[config.mk]
export PLATFORM = sky130hd
export DESIGN_NAME = coll_issue_queue
export DESIGN_NICKNAME = d
export VERILOG_FILES = /design/src/rtl/coll_issue_queue.sv
export SDC_FILE = /design/constraint.sdc
export NUM_CORES = 2
export LEC_CHECK = 0
export BUFFER_PORTS_ARGS = -buffer_cell sky130_fd_sc_hd__buf_2
export CELL_PAD_IN_SITES_DETAIL_PLACEMENT = 2
export CELL_PAD_IN_SITES_GLOBAL_PLACEMENT = 2
export CORE_MARGIN = 5
export CORE_UTILIZATION = 35
export DETAILED_ROUTE_END_ITERATION = 10
export PLACE_DENSITY = 0.87
export RECOVER_POWER = 100
export SLEW_MARGIN = 10
export SYNTH_ARGS = -nofsm -noshare
export SYNTH_HDL_FRONTEND = slang
export SYNTH_SLANG_ARGS = --single-unit
[constraint.sdc]
create_clock -name clk -period 2.7 [get_ports clk]
set_input_delay 0.135 -clock clk [delete_from_list [all_inputs] [get_ports clk]]
set_output_delay 0.135 -clock clk [all_outputs]
set_load 0.05 [all_outputs]
[src/rtl/coll_issue_queue.sv]
module coll_issue_queue #(
  parameter int DEPTH = 16,
  parameter int TAG_W = 8,
  parameter int NSRC  = 4,
  localparam int IDX_W = (DEPTH > 1) ? $clog2(DEPTH) : 1,
  localparam int CNT_W = $clog2(DEPTH + 1)
) (
  input  logic                  clk,
  input  logic                  rst_n,
  input  logic                  ins_valid,
  input  logic [TAG_W-1:0]      ins_tag,
  input  logic [NSRC*TAG_W-1:0] ins_src_tags,
  input  logic [NSRC-1:0]       ins_src_wait,
  input  logic                  bc_valid,
  input  logic [TAG_W-1:0]      bc_tag,
  input  logic                  iss_en,
  input  logic                  rpl_valid,
  input  logic [IDX_W-1:0]      rpl_slot,
  input  logic [NSRC-1:0]       rpl_src_wait,
  input  logic [NSRC*TAG_W-1:0] rpl_src_tags,
  input  logic                  rel_valid,
  input  logic [IDX_W-1:0]      rel_slot,
  output logic                  iss_valid,
  output logic [IDX_W-1:0]      iss_slot,
  output logic [TAG_W-1:0]      iss_tag,
  output logic [CNT_W-1:0]      count,
  output logic                  full
);

  logic [TAG_W-1:0]      tag_q [DEPTH];
  logic [NSRC*TAG_W-1:0] src_q [DEPTH];
  logic [NSRC-1:0]       wt_q  [DEPTH];
  logic [DEPTH-1:0]      vld_q, isd_q, rdy_q;

  logic [TAG_W-1:0]      tag_t [DEPTH];
  logic [NSRC*TAG_W-1:0] src_t [DEPTH];
  logic [NSRC-1:0]       wt_t  [DEPTH];
  logic [DEPTH-1:0]      vld_t, isd_t;

  logic [TAG_W-1:0]      tag_n [DEPTH];
  logic [NSRC*TAG_W-1:0] src_n [DEPTH];
  logic [NSRC-1:0]       wt_n  [DEPTH];
  logic [DEPTH-1:0]      vld_n, isd_n, rdy_n;

  logic [CNT_W-1:0] cnt_rel, cnt_n;
  logic             ins_ok;
  logic [NSRC-1:0]  ins_wt;

  assign full      = (count == CNT_W'(DEPTH));
  assign iss_valid = |rdy_q;
  assign iss_tag   = tag_q[iss_slot];
  assign cnt_rel   = count - CNT_W'(rel_valid);
  assign ins_ok    = ins_valid && (cnt_rel < CNT_W'(DEPTH));
  assign cnt_n     = cnt_rel + CNT_W'(ins_ok);

  always_comb begin
    iss_slot = '0;
    for (int i = DEPTH - 1; i >= 0; i--)
      if (rdy_q[i]) iss_slot = IDX_W'(i);
  end

  always_comb begin
    for (int k = 0; k < NSRC; k++)
      ins_wt[k] = ins_src_wait[k] &&
                  !(bc_valid && ins_src_tags[k*TAG_W +: TAG_W] == bc_tag);
  end

  always_comb begin
    vld_t = vld_q;
    isd_t = isd_q;
    for (int i = 0; i < DEPTH; i++) begin
      tag_t[i] = tag_q[i];
      src_t[i] = src_q[i];
      wt_t[i]  = wt_q[i];
      for (int k = 0; k < NSRC; k++)
        if (bc_valid && src_q[i][k*TAG_W +: TAG_W] == bc_tag) wt_t[i][k] = 1'b0;
    end
    if (iss_en && iss_valid) isd_t[iss_slot] = 1'b1;
    if (rpl_valid) begin
      isd_t[rpl_slot] = 1'b0;
      for (int k = 0; k < NSRC; k++)
        if (rpl_src_wait[k]) begin
          wt_t[rpl_slot][k] = 1'b1;
          src_t[rpl_slot][k*TAG_W +: TAG_W] = rpl_src_tags[k*TAG_W +: TAG_W];
        end
    end
  end

  always_comb begin
    vld_n = vld_t;
    isd_n = isd_t;
    for (int i = 0; i < DEPTH; i++) begin
      tag_n[i] = tag_t[i];
      src_n[i] = src_t[i];
      wt_n[i]  = wt_t[i];
    end
    if (rel_valid) begin
      for (int i = 0; i < DEPTH - 1; i++)
        if (i >= int'(rel_slot)) begin
          tag_n[i] = tag_t[i+1];
          src_n[i] = src_t[i+1];
          wt_n[i]  = wt_t[i+1];
          vld_n[i] = vld_t[i+1];
          isd_n[i] = isd_t[i+1];
        end
      vld_n[DEPTH-1] = 1'b0;
      isd_n[DEPTH-1] = 1'b0;
      wt_n[DEPTH-1]  = '0;
    end
    for (int i = 0; i < DEPTH; i++)
      if (ins_ok && i == int'(cnt_rel)) begin
        tag_n[i] = ins_tag;
        src_n[i] = ins_src_tags;
        wt_n[i]  = ins_wt;
        vld_n[i] = 1'b1;
        isd_n[i] = 1'b0;
      end
    for (int i = 0; i < DEPTH; i++)
      rdy_n[i] = vld_n[i] && !isd_n[i] && (wt_n[i] == '0);
  end

  always_ff @(posedge clk) begin
    if (!rst_n) begin
      vld_q <= '0;
      isd_q <= '0;
      rdy_q <= '0;
      count <= '0;
      for (int i = 0; i < DEPTH; i++) begin
        tag_q[i] <= '0;
        src_q[i] <= '0;
        wt_q[i]  <= '0;
      end
    end else begin
      vld_q <= vld_n;
      isd_q <= isd_n;
      rdy_q <= rdy_n;
      count <= cnt_n;
      for (int i = 0; i < DEPTH; i++) begin
        tag_q[i] <= tag_n[i];
        src_q[i] <= src_n[i];
        wt_q[i]  <= wt_n[i];
      end
    end
  end

endmodule

==> metrics.cfg, run 1 <==
[status]
lastStage = global routing
status = aborted with a tool error
error = [ERROR GRT-0232] Routing congestion too high. Check the congestion heatmap in the GUI.

[clock_tree]
cts.htree.levels = 3
cts_buffers = 96
cts_sinks = 757
clockRootBuffer = clkbuf_16
clk_path_buf_depth = 3

[timing]
worstEndpointType = output port
crit_endpoint = iss_tag[6]

[synth]
synthTopCellsByArea = dfxtp_1, xnor2_1, nand2_1
syn_area_per_cell_um2 = 8.024
synth_edf_count = 8
postSynthCellCount = 5541
synth_top_area_frac = 0.3372
syn_area_um2 = 44460
async_flop_share = 0
synth_common_cells = nand2_1, dfxtp_1, nor2_1, xnor2_1, clkbuf_1
ys_types = 90
ys_seq_area_frac = 0.3426
synth-main-ff-cell = dfxtp_1
synth.most_common_cell = nand2_1
yosys_warnings = 0
synth.largest_area_cell = dfxtp_1
synth_nets = 5648
ys_ff_latch = 757

[global_route]
antenna_found_initial = 87
overflow = 85
grtUsageTotal = 0.7624
grt_max_degree = 106

[placement]
gp_congestion = 1.027
hpwl_um = 188400
place_area_um2 = 49970
port_buffers = 121

[floorplan]
die_w_um = 366.4
die_y_um = 366.4
floorplan.initialDensity = 0.3532
ios = 122
fp-row-count = 130

[per-layer routing]
metal | GRT usage | GRT overflow
met2 | 0.8790 | 35
met4 | 0.7561 | 47
met3 | 0.6786 | 3
met5 | 0.4487 | 0
met1 | 0.7479 | 0
[stage by stage]
stage	worst slack, ns	hold WS (ns)	utilization	std cells
floorplan	-0.01012	0.3678	-	5541
global placement	-0.6697	0.4711	0.3969	7333
detailed placement	-0.5809	0.4850	0.3969	7333
CTS	-0.5968	0.07825	0.4459	7667
[repair_timing]
action | in CTS
resized for setup | 305
cloned | 10
pin swaps | 86
setup endpoints to repair | 235
hold buffers | 74
setup buffers | 81
endpoints found under the hold margin | 496
[logic make-up after synthesis]
kind of cell / share of synthesized area
and+or+nand+nor: 0.1838
AOI/OAI and AO/OA: 0.3048
xor gates and xnor gates: 0.1097
muxes: 0.003996
adders and majority gates: 0.001126
DFF: 0.3426
buffers and inverters: 0.05392
==> run 2, diff against run 1 <==
--- a/config.mk
+++ b/config.mk
@@ -6,12 +6,10 @@
 export NUM_CORES = 2
 export LEC_CHECK = 0
 export BUFFER_PORTS_ARGS = -buffer_cell sky130_fd_sc_hd__buf_2
-export CELL_PAD_IN_SITES_DETAIL_PLACEMENT = 2
-export CELL_PAD_IN_SITES_GLOBAL_PLACEMENT = 2
 export CORE_MARGIN = 5
-export CORE_UTILIZATION = 35
+export CORE_UTILIZATION = 40
 export DETAILED_ROUTE_END_ITERATION = 10
-export PLACE_DENSITY = 0.87
+export PLACE_DENSITY_LB_ADDON = 0.15
 export RECOVER_POWER = 100
 export SLEW_MARGIN = 10
 export SYNTH_ARGS = -nofsm -noshare
==> constraint.sdc (replaced) <==
create_clock -name clk -period 3.5 [get_ports clk]
set_input_delay 0.175 -clock clk [delete_from_list [all_inputs] [get_ports clk]]
set_output_delay 0.175 -clock clk [all_outputs]
set_load 0.05 [all_outputs]
==> run 2 against run 1 <==
Compared with the run above:
- the flow now finishes, with violations (DRC, setup timing)
- synthesized cell count did not move
- area after synthesis did not move
==> metrics.cfg, run 2 <==
[synth]
syn_area_per_cell_um2 = 8.024  ; unchanged
synth_nets = 5648  ; unchanged
synth.largest_area_cell = dfxtp_1  ; unchanged
synth.most_common_cell = nand2_1  ; unchanged
syn_area_um2 = 44460  ; unchanged
async_flop_share = 0  ; unchanged
postSynthCellCount = 5541  ; unchanged
yosys_warnings = 0  ; unchanged
synth_edf_count = 8  ; unchanged
ys_ff_latch = 757  ; unchanged
synth_common_cells = nand2_1, dfxtp_1, nor2_1, xnor2_1, clkbuf_1  ; unchanged
synthTopCellsByArea = dfxtp_1, xnor2_1, nand2_1  ; unchanged
ys_types = 90  ; unchanged
ys_seq_area_frac = 0.3426  ; unchanged
synth_top_area_frac = 0.3372  ; unchanged
synth-main-ff-cell = dfxtp_1  ; unchanged

[global_route]
antenna_found_initial = 8
overflow = 0
grt_pass1_wl_um = 312700
grt_pass1_vias = 44620
grt_max_degree = 179
grtUsageTotal = 0.3521

[layout]
fill_cells = 10990
largest_register = src_q
layout_common_cells = nand2_1, dfxtp_1, nor2_1
fin_cells = 7117
top_regs = src_q: 512 flops, tag_q: 128 flops, wt_q: 64 flops
fin_area_um2 = 50930
area_delta_synth_final_pct = 14.53
nets = 5664
final_common_cell = nand2_1
drive_above_1_share = 0.1138
largest_reg_flops = 512

[timing]
setup_tns_ns = -0.6994
worst_slew_pin_slew_ns = 1.448
min_period_over_period = 1.040
max_freq_mhz = 274.8
rsz0062_at_grt = true
fin_crit_ns = 3.638
maxSlewHeadroom = 0.03496
fin_worst_skew_ns = 0.01946
hold_violations = 0
timing.final.ws_setup_ns = -0.1384
finalMaxSlewViolations = 0
setup_viol = 9

[hold_path]
hold_path_class = input port to flop

[clock_tree]
cts.htree.levels = 3  ; unchanged
cts_buffers = 90  ; was 96
clockRootBuffer = clkbuf_16  ; unchanged
clk_path_buf_depth = 3  ; unchanged
cts_tree = built
clkTransAtPathRegs_ns = 0.06
cts_sinks = 757  ; unchanged
clock_latency_ns = 0.69

[detailed_routing]
final_antenna_net_count = 0
wire_per_inst_um = 30.55
viasPerCell = 6.657
drc = 3
routed_wl_um = 217400
drt-initial-drc-count = 7876
drtPass1Iterations = 11
vias = 47380

[power_and_ir_drop]
p_leak_nw = 17.63
total_power_mw = 31.11
vdd_drop_max_uv = 399.0
power_density_nw_per_um2 = 610.8

[worst_setup_path]
r2r_cells = 12
worstSetupStartpoint = rel_valid
critical_path_class = input port to flop
crit_arrival_ns = 4.14
regToRegStartpoint = count[0]
worstSetupEndpoint = src_q[0][76]
critPathRequiredTime_ns = 4.00
cp-start-kind = input port
r2r_slack_ns = 0.07
worstPathMaxFanout = 13
endpoint_kind = flop
r2r_end = rdy_q[6]

[job]
maxCapViolCount = 0

[status]
status = finished, violations left  ; was aborted with a tool error
violations = DRC, setup timing

[floorplan]
die_area_um2 = 117900
die_w_um = 343.4  ; was 366.4 um
core_um2 = 110500
die_y_um = 343.4  ; was 366.4 um
ios = 122  ; unchanged
floorplan.initialDensity = 0.4023  ; was 0.3532
fp-row-count = 122  ; was 130

[placement]
pre_cts_ws_ns = -0.04508  ; was -0.5809 ns
dp_cells = 6888  ; was 7,333
gp_congestion = 1.004  ; was 1.027
hpwl_um = 147900  ; was 188,400 um
place_area_um2 = 47150  ; was 49,970 um2
port_buffers = 121  ; unchanged

## run 2: logic make-up after synthesis
kind of cell    Yosys count  synth area share
simple gates           1881            0.1838
xor+xnor                553            0.1097
flops                   757            0.3426
buf+inv                 549           0.05392
mux                      17          0.003996
fa+ha+maj                 4          0.001126
compound gates         1780            0.3048
## run 2: per-layer routing
layer / routed length, um / GRT usage / vias to the layer above
li1: - / - / 20720
met1: 87700 / 0.4688 / 22910
met2: 93510 / 0.5356 / 3115
met3: 23890 / 0.08549 / 633
met4: 12270 / 0.1709 / 6
met5: 37 / 0 / -
## run 2: final cells by class
cell class                 instances  area, um2  area share
multi-input combinational       4235      27180      0.5337
sequential                       757      15240      0.2994
clock inverter                    18      222.7    0.004373
clock buffer                     140       2745     0.05391
tap                             1488       1862     0.03656
antenna                            6      15.01   0.0002948
timing repair buffer             458       3592     0.07054
inverter                          15      66.31    0.001302
## run 2: timing repair
action	4_1_cts	5_1_grt
hold buffers	57	0
endpoints found under the hold margin	243	0
setup endpoints to repair	10	11
pin swaps	1	4
buffers inserted	0	8
gates resized for setup	29	17
## run 2: how the worst min path moves through the flow
stage | start | endpoint | slack (ns) | cells after the start
global placement | tag_q[15][4] | tag_q[15][4] | 0.46 | 2
floorplan | rel_valid | vld_q[15] | 0.41 | 3
global route | ins_src_tags[9] | src_q[0][169] | 0.02 | 4
detailed placement | tag_q[15][5] | tag_q[15][5] | 0.46 | 2
finish | ins_src_tags[9] | src_q[0][137] | 0.03 | 4
CTS | ins_src_tags[7] | src_q[0][231] | 0.0006 | 4
## run 2: power by group
part	switching (mW)	leakage (nW)	internal [mW]
clock network	4.07	1.47	5.72
registers	1.40	6.18	9.90
logic	6.33	9.97	3.69
total	11.8	17.6	19.3
## run 2: metrics by stage
step,util,hold WS (ns)
2_1_floorplan,-,0.4078
3_3_place_gp,0.4267,0.4637
3_5_place_dp,0.4267,0.4647
4_1_cts,0.4598,0.0006235
5_1_grt,0.4607,0.02065
6_report,0.4608,0.02847
## run 2: critical path, cell delays in order
cell and delay [ns]:
buf_2 0.20, clkbuf_2 0.41, or3b_2 0.54, buf_4 0.23, a21oi_1 0.53, nor2_1 0.09, a21oi_1 0.94, nor2_1 0.42
a222oi_1 0.46, a211oi_1 0.14
No activity file was read; power rests on OpenSTA's default activity.
